`config.mk`:
```
export PLATFORM = sky130hd
export DESIGN_NAME = spp_link
export DESIGN_NICKNAME = d
export VERILOG_FILES = /design/src/rtl/spp_pkg.sv /design/src/rtl/spp_rx_parse.sv /design/src/rtl/spp_ack_slot.sv /design/src/rtl/spp_tx_frame.sv /design/src/rtl/spp_link.sv
export SDC_FILE = /design/constraint.sdc
export NUM_CORES = 1
export LEC_CHECK = 0
export ABC_AREA = 1
export BUFFER_PORTS_ARGS = -buffer_cell sky130_fd_sc_hd__buf_2
export CORE_MARGIN = 1
export CORE_UTILIZATION = 45
export CTS_CLUSTER_SIZE = 16
export DETAILED_ROUTE_END_ITERATION = 7
export GPL_TIMING_DRIVEN = 0
export PLACE_DENSITY = 0.76
export SYNTH_ARGS = -nofsm -noshare
export SYNTH_HDL_FRONTEND = slang
export SYNTH_SLANG_ARGS = --single-unit
export TNS_END_PERCENT = 100
```
`constraint.sdc`:
```
create_clock -name clk -period 3 [get_ports clk]
set_input_delay 0.15 -clock clk [delete_from_list [all_inputs] [get_ports clk]]
set_output_delay 0.15 -clock clk [all_outputs]
set_load 0.1 [all_outputs]
```
`src/rtl/spp_pkg.sv`:
```
package spp_pkg;
    localparam int          LEN_W     = 16;
    localparam logic [7:0]  SYNC_BYTE = 8'h5A;
    localparam logic [7:0]  LEAD_BYTE = 8'h00;
    localparam logic [7:0]  FILL_BYTE = 8'hFF;

    typedef enum logic [1:0] {
        MODE_FULL  = 2'd0,
        MODE_NOACK = 2'd1,
        MODE_RAW   = 2'd2
    } spp_mode_e;

    typedef enum logic [2:0] {
        RX_SYNC, RX_CMD, RX_SN, RX_LHI, RX_LLO, RX_DATA, RX_CKH, RX_CKL
    } rx_state_e;

    typedef enum logic [3:0] {
        TX_IDLE, TX_LEAD, TX_SYNC, TX_CMD, TX_SN, TX_LHI, TX_LLO,
        TX_DATA, TX_CKH, TX_CKL
    } tx_state_e;
endpackage

```
`src/rtl/spp_rx_parse.sv`:
```
module spp_rx_parse
    import spp_pkg::*;
#(
    parameter int MAX_LEN = 64
) (
    input  logic             clk,
    input  logic             rst_n,
    input  logic             raw,
    input  logic             sel_active,
    input  logic             rx_valid,
    input  logic [7:0]       rx_byte,
    output logic             pay_valid,
    output logic [7:0]       pay_byte,
    output logic             pkt_ok,
    output logic             pkt_err,
    output logic [7:0]       pkt_cmd,
    output logic [7:0]       pkt_sn
);
    localparam logic [LEN_W-1:0] MAX_L = LEN_W'(MAX_LEN);

    rx_state_e        st, st_n;
    logic [7:0]       h_cmd, h_sn, len_hi, ck_hi;
    logic [LEN_W-1:0] h_len, cnt;
    logic [15:0]      sum;
    logic             take;
    logic [LEN_W-1:0] size_now;
    logic             too_big, ck_match;

    assign take     = sel_active && rx_valid && !raw;
    assign size_now = {len_hi, rx_byte};
    assign too_big  = size_now > MAX_L;
    assign ck_match = ({ck_hi, rx_byte} == sum);

    always_comb begin
        st_n = st;
        if (!sel_active || raw) begin
            st_n = RX_SYNC;
        end else if (rx_valid) begin
            unique case (st)
                RX_SYNC: st_n = (rx_byte == SYNC_BYTE) ? RX_CMD : RX_SYNC;
                RX_CMD:  st_n = RX_SN;
                RX_SN:   st_n = RX_LHI;
                RX_LHI:  st_n = RX_LLO;
                RX_LLO: begin
                    if (too_big)             st_n = RX_SYNC;
                    else if (size_now == '0) st_n = RX_CKH;
                    else                     st_n = RX_DATA;
                end
                RX_DATA: st_n = (cnt == h_len - LEN_W'(1)) ? RX_CKH : RX_DATA;
                RX_CKH:  st_n = RX_CKL;
                RX_CKL:  st_n = RX_SYNC;
                default: st_n = RX_SYNC;
            endcase
        end
    end

    always_ff @(posedge clk or negedge rst_n) begin
        if (!rst_n) st <= RX_SYNC;
        else        st <= st_n;
    end

    // header capture and running checksum
    always_ff @(posedge clk or negedge rst_n) begin
        if (!rst_n) begin
            h_cmd  <= '0;
            h_sn   <= '0;
            len_hi <= '0;
            ck_hi  <= '0;
            h_len  <= '0;
            cnt    <= '0;
            sum    <= '0;
        end else if (take) begin
            unique case (st)
                RX_SYNC: sum <= {8'h00, SYNC_BYTE};
                RX_CMD:  begin h_cmd  <= rx_byte; sum <= sum + 16'(rx_byte); end
                RX_SN:   begin h_sn   <= rx_byte; sum <= sum + 16'(rx_byte); end
                RX_LHI:  begin len_hi <= rx_byte; sum <= sum + 16'(rx_byte); end
                RX_LLO:  begin
                    h_len <= size_now;
                    cnt   <= '0;
                    sum   <= sum + 16'(rx_byte);
                end
                RX_DATA: begin cnt <= cnt + LEN_W'(1); sum <= sum + 16'(rx_byte); end
                RX_CKH:  ck_hi <= rx_byte;
                RX_CKL:  ;
                default: ;
            endcase
        end
    end

    // registered outputs
    always_ff @(posedge clk or negedge rst_n) begin
        if (!rst_n) begin
            pay_valid <= 1'b0;
            pay_byte  <= '0;
            pkt_ok    <= 1'b0;
            pkt_err   <= 1'b0;
            pkt_cmd   <= '0;
            pkt_sn    <= '0;
        end else begin
            pay_valid <= sel_active && rx_valid && (raw || st == RX_DATA);
            if (sel_active && rx_valid) pay_byte <= rx_byte;
            pkt_ok  <= take && (st == RX_CKL) && ck_match;
            pkt_err <= take && (((st == RX_SYNC) && (rx_byte != SYNC_BYTE)) ||
                                ((st == RX_LLO) && too_big) ||
                                ((st == RX_CKL) && !ck_match));
            if (take && st == RX_CKL && ck_match) begin
                pkt_cmd <= h_cmd;
                pkt_sn  <= h_sn;
            end
        end
    end
endmodule

```
`src/rtl/spp_ack_slot.sv`:
```
module spp_ack_slot (
    input  logic       clk,
    input  logic       rst_n,
    input  logic       full_mode,
    input  logic       pkt_ok,
    input  logic [7:0] pkt_sn,
    input  logic       ack_take,
    output logic       ack_pend,
    output logic [7:0] ack_sn
);
    always_ff @(posedge clk or negedge rst_n) begin
        if (!rst_n) begin
            ack_pend <= 1'b0;
            ack_sn   <= '0;
        end else if (pkt_ok && full_mode) begin
            ack_pend <= 1'b1;
            ack_sn   <= pkt_sn;
        end else if (ack_take) begin
            ack_pend <= 1'b0;
        end
    end
endmodule

```
`src/rtl/spp_tx_frame.sv`:
```
module spp_tx_frame
    import spp_pkg::*;
#(
    parameter logic [7:0] ACK_CMD = 8'hAC
) (
    input  logic             clk,
    input  logic             rst_n,
    input  logic             raw,
    input  logic             ack_pend,
    input  logic [7:0]       ack_sn,
    output logic             ack_take,
    input  logic             tx_go,
    input  logic [7:0]       tx_cmd,
    input  logic [LEN_W-1:0] tx_len,
    output logic             tx_accept,
    input  logic             tx_take,
    output logic [7:0]       tx_byte,
    output logic             tx_busy,
    output logic [LEN_W-1:0] tx_pay_idx,
    input  logic [7:0]       tx_pay_byte
);
    tx_state_e        st, st_n;
    logic [7:0]       f_cmd, f_sn, seq;
    logic [LEN_W-1:0] f_len, idx;
    logic             f_raw;
    logic [15:0]      sum;
    logic             last_data;

    assign ack_take   = (st == TX_IDLE) && ack_pend;
    assign tx_accept  = (st == TX_IDLE) && !ack_pend && tx_go;
    assign tx_busy    = (st != TX_IDLE);
    assign tx_pay_idx = idx;
    assign last_data  = (idx == f_len - LEN_W'(1));

    always_comb begin
        st_n = st;
        unique case (st)
            TX_IDLE: if (ack_take || tx_accept) st_n = TX_LEAD;
            TX_LEAD: if (tx_take) begin
                if (f_raw) st_n = (f_len == '0) ? TX_IDLE : TX_DATA;
                else       st_n = TX_SYNC;
            end
            TX_SYNC: if (tx_take) st_n = TX_CMD;
            TX_CMD:  if (tx_take) st_n = TX_SN;
            TX_SN:   if (tx_take) st_n = TX_LHI;
            TX_LHI:  if (tx_take) st_n = TX_LLO;
            TX_LLO:  if (tx_take) st_n = (f_len == '0) ? TX_CKH : TX_DATA;
            TX_DATA: if (tx_take && last_data) st_n = f_raw ? TX_IDLE : TX_CKH;
            TX_CKH:  if (tx_take) st_n = TX_CKL;
            TX_CKL:  if (tx_take) st_n = TX_IDLE;
            default: st_n = TX_IDLE;
        endcase
    end

    always_ff @(posedge clk or negedge rst_n) begin
        if (!rst_n) st <= TX_IDLE;
        else        st <= st_n;
    end

    always_comb begin
        unique case (st)
            TX_IDLE: tx_byte = FILL_BYTE;
            TX_LEAD: tx_byte = LEAD_BYTE;
            TX_SYNC: tx_byte = SYNC_BYTE;
            TX_CMD:  tx_byte = f_cmd;
            TX_SN:   tx_byte = f_sn;
            TX_LHI:  tx_byte = f_len[15:8];
            TX_LLO:  tx_byte = f_len[7:0];
            TX_DATA: tx_byte = tx_pay_byte;
            TX_CKH:  tx_byte = sum[15:8];
            TX_CKL:  tx_byte = sum[7:0];
            default: tx_byte = FILL_BYTE;
        endcase
    end

    always_ff @(posedge clk or negedge rst_n) begin
        if (!rst_n) begin
            f_cmd <= '0;
            f_sn  <= '0;
            f_len <= '0;
            f_raw <= 1'b0;
            idx   <= '0;
            sum   <= '0;
            seq   <= '0;
        end else if (st == TX_IDLE) begin
            if (ack_take) begin
                f_cmd <= ACK_CMD;
                f_sn  <= ack_sn;
                f_len <= '0;
                f_raw <= 1'b0;
                idx   <= '0;
                sum   <= '0;
            end else if (tx_accept) begin
                f_cmd <= tx_cmd;
                f_sn  <= seq;
                f_len <= tx_len;
                f_raw <= raw;
                idx   <= '0;
                sum   <= '0;
                if (!raw) seq <= seq + 8'd1;
            end
        end else if (tx_take) begin
            if (st inside {TX_SYNC, TX_CMD, TX_SN, TX_LHI, TX_LLO, TX_DATA})
                sum <= sum + 16'(tx_byte);
            if (st == TX_DATA) idx <= idx + LEN_W'(1);
        end
    end
endmodule

```
`src/rtl/spp_link.sv`:
```
module spp_link
    import spp_pkg::*;
#(
    parameter int         MAX_LEN = 64,
    parameter logic [7:0] ACK_CMD = 8'hAC
) (
    input  logic        clk,
    input  logic        rst_n,
    input  logic [1:0]  mode,
    input  logic        sel_active,
    input  logic        rx_valid,
    input  logic [7:0]  rx_byte,
    output logic        pay_valid,
    output logic [7:0]  pay_byte,
    output logic        pkt_ok,
    output logic        pkt_err,
    output logic [7:0]  pkt_cmd,
    output logic [7:0]  pkt_sn,
    input  logic        tx_go,
    input  logic [7:0]  tx_cmd,
    input  logic [15:0] tx_len,
    output logic        tx_accept,
    input  logic        tx_take,
    output logic [7:0]  tx_byte,
    output logic        tx_busy,
    output logic [15:0] tx_pay_idx,
    input  logic [7:0]  tx_pay_byte
);
    logic       raw, full_mode;
    logic       ack_pend, ack_take;
    logic [7:0] ack_sn;

    assign raw       = mode[1];
    assign full_mode = (mode == MODE_FULL);

    spp_rx_parse #(.MAX_LEN(MAX_LEN)) u_rx (
        .clk(clk), .rst_n(rst_n), .raw(raw), .sel_active(sel_active),
        .rx_valid(rx_valid), .rx_byte(rx_byte),
        .pay_valid(pay_valid), .pay_byte(pay_byte),
        .pkt_ok(pkt_ok), .pkt_err(pkt_err), .pkt_cmd(pkt_cmd), .pkt_sn(pkt_sn)
    );

    spp_ack_slot u_ack (
        .clk(clk), .rst_n(rst_n), .full_mode(full_mode),
        .pkt_ok(pkt_ok), .pkt_sn(pkt_sn), .ack_take(ack_take),
        .ack_pend(ack_pend), .ack_sn(ack_sn)
    );

    spp_tx_frame #(.ACK_CMD(ACK_CMD)) u_tx (
        .clk(clk), .rst_n(rst_n), .raw(raw),
        .ack_pend(ack_pend), .ack_sn(ack_sn), .ack_take(ack_take),
        .tx_go(tx_go), .tx_cmd(tx_cmd), .tx_len(tx_len), .tx_accept(tx_accept),
        .tx_take(tx_take), .tx_byte(tx_byte), .tx_busy(tx_busy),
        .tx_pay_idx(tx_pay_idx), .tx_pay_byte(tx_pay_byte)
    );
endmodule

```
==> results.md <==
- Largest family of logic cells by synthesized area: simple AND/OR/NAND/NOR gates
- Clock power share: 19.6%
- Post-synth ARST share: 100.0%
- Seq pwr share: 29.0%
- Min-delay worst type: input port to flop
- Reg clk slew, reported paths: 0.08 ns
- Final Hold Viols: 0
- R2R Setup Slk: 0.04 ns
- Final Util: 56.81%
- Simple-gate portion of the synthesized area: 26.36%
- PD cells: 902.1 nW/um^2
- Setup Skew: 0.01293 ns
- CP Max Fanout: 6
- DRC violations left: 0
- Comb power frac: 51.5%
- Post-synthesis sequential area ratio: 44.42%
- Post-synth top area share: 44.42%
- Final setup vio count: 0
- Worst min-delay path endpoint: u_rx.h_len[1]$_DFFE_PN0P_
- Relative slew margins: 49.59%
- Hold Startpoint: rx_byte[1]
- WHS: 0.02070 ns
- Clock Latency Late Sink: 0.45 ns
- Fin crit share: 98.67%
- Slew Viols, Final: 0
- Worst-Margin Slew: 0.7533 ns
- Synth Area in XOR/XNOR: 4.442%
- I/O Pins: 101
- Top FF cell, synth: dfrtp_1
- Critical path cell sequence: inv_4 -> buf_6 -> nor2_4 -> nor4_4 -> o21ai_4 -> nand3_4 -> ha_4 -> inv_2 -> fa_2 -> nand3b_1 -> nand2_2 -> inv_2 -> o221ai_4 -> nor2b_4 -> nand2_2 -> o21ai_1 -> a21oi_1
- Worst setup EP type: flop
- Hold depth: 3
- Synth area leaders: dfrtp_1 (44%), nand2_1 (13%), inv_1 (6.5%)
- Die width: 158.6 um
- Compound-gate portion of the synthesized area: 13.35%
- Final Critical Period: 2.960 ns
- Pre-antenna DRT Iters: 7
- Peak Freq: 0.3378 GHz
- CP Launch Type: flop
- Peak VDD IR: 0.001648 V
- P_int: 6.221 mW
- Syn-to-layout area delta: 22.22%
- Wirelength per Cell: 16.27 um
- Initial antenna violation count: 0
- Share of cells above drive strength 1: 17.34%
- Reg-to-reg startpoint: u_tx.st[1]$_DFFE_PN0P_
- Tot Pwr: 12.17 mW
- CTS Sinks: 196
- Ant diodes: 0
- PortBufs: 100
- DR iter-0 viols: 769
- Via count: 10.57k
- Row cnt: 56
- Cell count after synthesis: 1443
- Synth Area in Adders: 2.743%
- Max Cap Viol: 0
- Leakage: 6.534 nW
- TritonCTS buffer count: 17
- EDFF count, synth: 0
- Reg2reg path depth: 17
- Reg2reg end: u_tx.sum[14]$_DFFE_PN0P_
- Detailed Route WL: 31640 um
- Mapped Nets: 1514
- Nets: 1684
- RSZ-0062 raised after global routing: true
- CP max-delay cell: dfrtp_2
- Grt total ovfl: 0
- Initial Utilization: 46.48%
- Mapped cell area: 11040 um^2
- Net Sw Frac: 48.90%
- WS Path Type: flop to flop
- Maximum single-stage delay on the critical path: 0.46 ns
- Vias in the first global route: 10.04k
- First-pass GRT wire length: 50280 um
- Net Switching: 5.952 mW
- CTS tree: yes
- CTS H-Tree Depth: 4
- DP Wirelength: 22980 um
- Post-synth cell types: 54
- Flops & latches, synth: 196
- Core ar.: 23750 um^2
- Run status: finished, final reports clean
- Crit path depth: 17
- Max clock buf depth: 2
- Worst EP arrival: 3.29 ns
- CTS Root Cell: clkbuf_16
- Worst Path Required: 3.33 ns
- Aggregate global-route resource usage: 25.77%
- Buf/Inv on CP: 4
- Worst path top cell family by delay: simple AND/OR/NAND/NOR gates
- Die area: 25170 um^2
- Routed Antenna Nets: 0
- Die Y: 158.6 um
- Vias per Instance: 5.434
- Post-synth top area cell: dfrtp_1
- Fillers: 2135
- GPL Wtd Cong: 0.9578
- Post-synthesis mux area share: 0.9180%
- Mean Syn Cell Area: 7.651 um^2
- Largest net degree at the start of global routing: 126
- Yosys warnings: 0
-- layout by cell type (no fill, tap or decap), types with 4 or more instances in the layout --
master	n
dfrtp_1	192
nor4_1	12
nor2_1	115
o21ai_1	6
clkbuf_1	21
a221oi_2	9
buf_6	6
ha_4	4
o21ai_0	118
o21ai_2	4
nand2_1	359
xnor2_1	11
nand2_2	8
nand2_4	4
a31oi_1	9
inv_2	11
inv_1	178
nor2_2	8
buf_2	103
nand3_2	6
dfrtp_2	4
a21oi_4	4
a221oi_1	4
dlygate4sd3_1	17
mux2_2	9
o22ai_1	25
clkbuf_16	17
nor3_1	21
inv_4	4
nor2_4	11
nand4_1	18
a21oi_1	45
nand3b_1	5
o31ai_1	5
xor2_1	45
ha_1	16
a211oi_1	6
nand3_1	91
clkinv_8	6
buf_4	28
-- worst register-to-register path: cells and delay by family, from the launching register on --
kind                     cells  cell delay (ns)
AND/OR/NAND/NOR              7             1.04
flip-flops                   1             0.46
AO/OA/AOI/OAI                4             0.55
buffers and inverters        4             0.30
adder cells (fa/ha/maj)      2             0.48
-- routing by layer --
layer | global-route usage [%] | vias up | share of wire, %
li1 | - | 5088 | -
met1 | 32.85 | 5019 | 42
met2 | 44.55 | 394 | 48
met3 | 3.947 | 69 | 6.6
met4 | 8.608 | 0 | 3.0
met5 | 0 | - | 0
-- power by group through the flow --
| stage | sequential, mW | combinational (mW) | clock, mW |
|---|---|---|---|
| CTS | 3.48 | 5.77 | 2.41 |
| floorplan | 3.60 | 3.97 | 0 |
| detailed placement | 3.52 | 5.26 | 0 |
| global route | 3.56 | 6.77 | 2.51 |
| global placement | 3.50 | 5.14 | 0 |
| finish | 3.53 | 6.26 | 2.38 |
-- through the flow --
stage	worst slack [ns]	std cells	instance area (um^2)	setup TNS [ns]
finish	0.03979	1945	13490	0
global route	-0.07538	1945	13490	-0.2093
CTS	0.003917	1928	13220	0
detailed placement	-0.5858	1863	12130	-4.300
global placement	-1.852	1862	12100	-292.16
floorplan	-0.2678	1443	11200	-1.751
-- cell usage after synthesis (2+ instances only) --
cell type,n
a21oi_4,3
a21oi_1,49
fa_1,2
xnor2_1,11
and2_1,3
nor3_1,24
a211oi_1,6
nor3_2,3
nor2_2,10
xor2_1,45
nand2_1,368
nand2_2,2
inv_1,192
inv_2,3
buf_2,4
o31ai_1,5
nor2_4,2
nand4_1,18
mux2_2,9
nor2_1,122
o22ai_1,26
clkinv_1,3
and3_1,3
o21a_1,2
ha_1,21
o21ai_1,2
o21ai_0,126
a221oi_1,14
nand3b_1,5
a31oi_1,9
dfrtp_1,196
nor3b_1,2
nor4_1,14
nand3_1,98
clkbuf_1,22
-- cell families after synthesis --
family,Yosys count
and+or+nand+nor,679
AOI/OAI and AO/OA,254
buffers and inverters,226
DFF,196
xor gates and xnor gates,56
adders and majority gates,23
muxes,9
-- how the worst max path moves through the flow --
| stage | start | endpoint | slack, ns |
|---|---|---|---|
| floorplan | u_tx.st[2]$_DFFE_PN0P_ | u_tx.sum[14]$_DFFE_PN0P_ | -0.27 |
| global placement | rst_n | u_tx.st[2]$_DFFE_PN0P_ | -1.85 |
| detailed placement | u_tx.st[0]$_DFFE_PN0P_ | u_tx.sum[14]$_DFFE_PN0P_ | -0.59 |
| CTS | u_tx.st[2]$_DFFE_PN0P_ | u_tx.sum[14]$_DFFE_PN0P_ | 0.004 |
| global route | u_tx.st[0]$_DFFE_PN0P_ | u_tx.sum[14]$_DFFE_PN0P_ | -0.08 |
| finish | u_tx.st[1]$_DFFE_PN0P_ | u_tx.sum[14]$_DFFE_PN0P_ | 0.04 |
-- registers in the layout, summed over array words and instances (netlist names), 16 cells and up --
| signal | count |
|---|---|
| u_rx.cnt | 16 |
| u_rx.h_len | 16 |
| u_rx.sum | 16 |
| u_tx.f_len | 16 |
| u_tx.sum | 16 |
| u_tx.tx_pay_idx | 16 |
-- cell type report --
| class | instances | area, um^2 | share of cell area, % |
|---|---|---|---|
| multi-input cells | 1021 | 5694 | 42.20 |
| flip-flops and latches | 196 | 4910 | 36.38 |
| repair buffers | 151 | 978.4 | 7.251 |
| inverters | 198 | 760.7 | 5.637 |
| clock buffers | 17 | 425.4 | 3.153 |
| well taps | 319 | 399.1 | 2.958 |
| clock inverters | 15 | 201.4 | 1.493 |
| plain buffers | 28 | 125.1 | 0.9272 |
-- timing repair --
| action | 4_1_cts | 5_1_grt |
|---|---|---|
| hold endpoints to repair | 87 | 0 |
| pin swaps | 10 | 20 |
| endpoints found under the setup margin | 14 | 10 |
| gates resized for setup | 43 | 37 |
| hold buffers | 17 | 0 |
| buffers inserted | 16 | 17 |
Note: power is estimated with default switching activity, not from simulation.
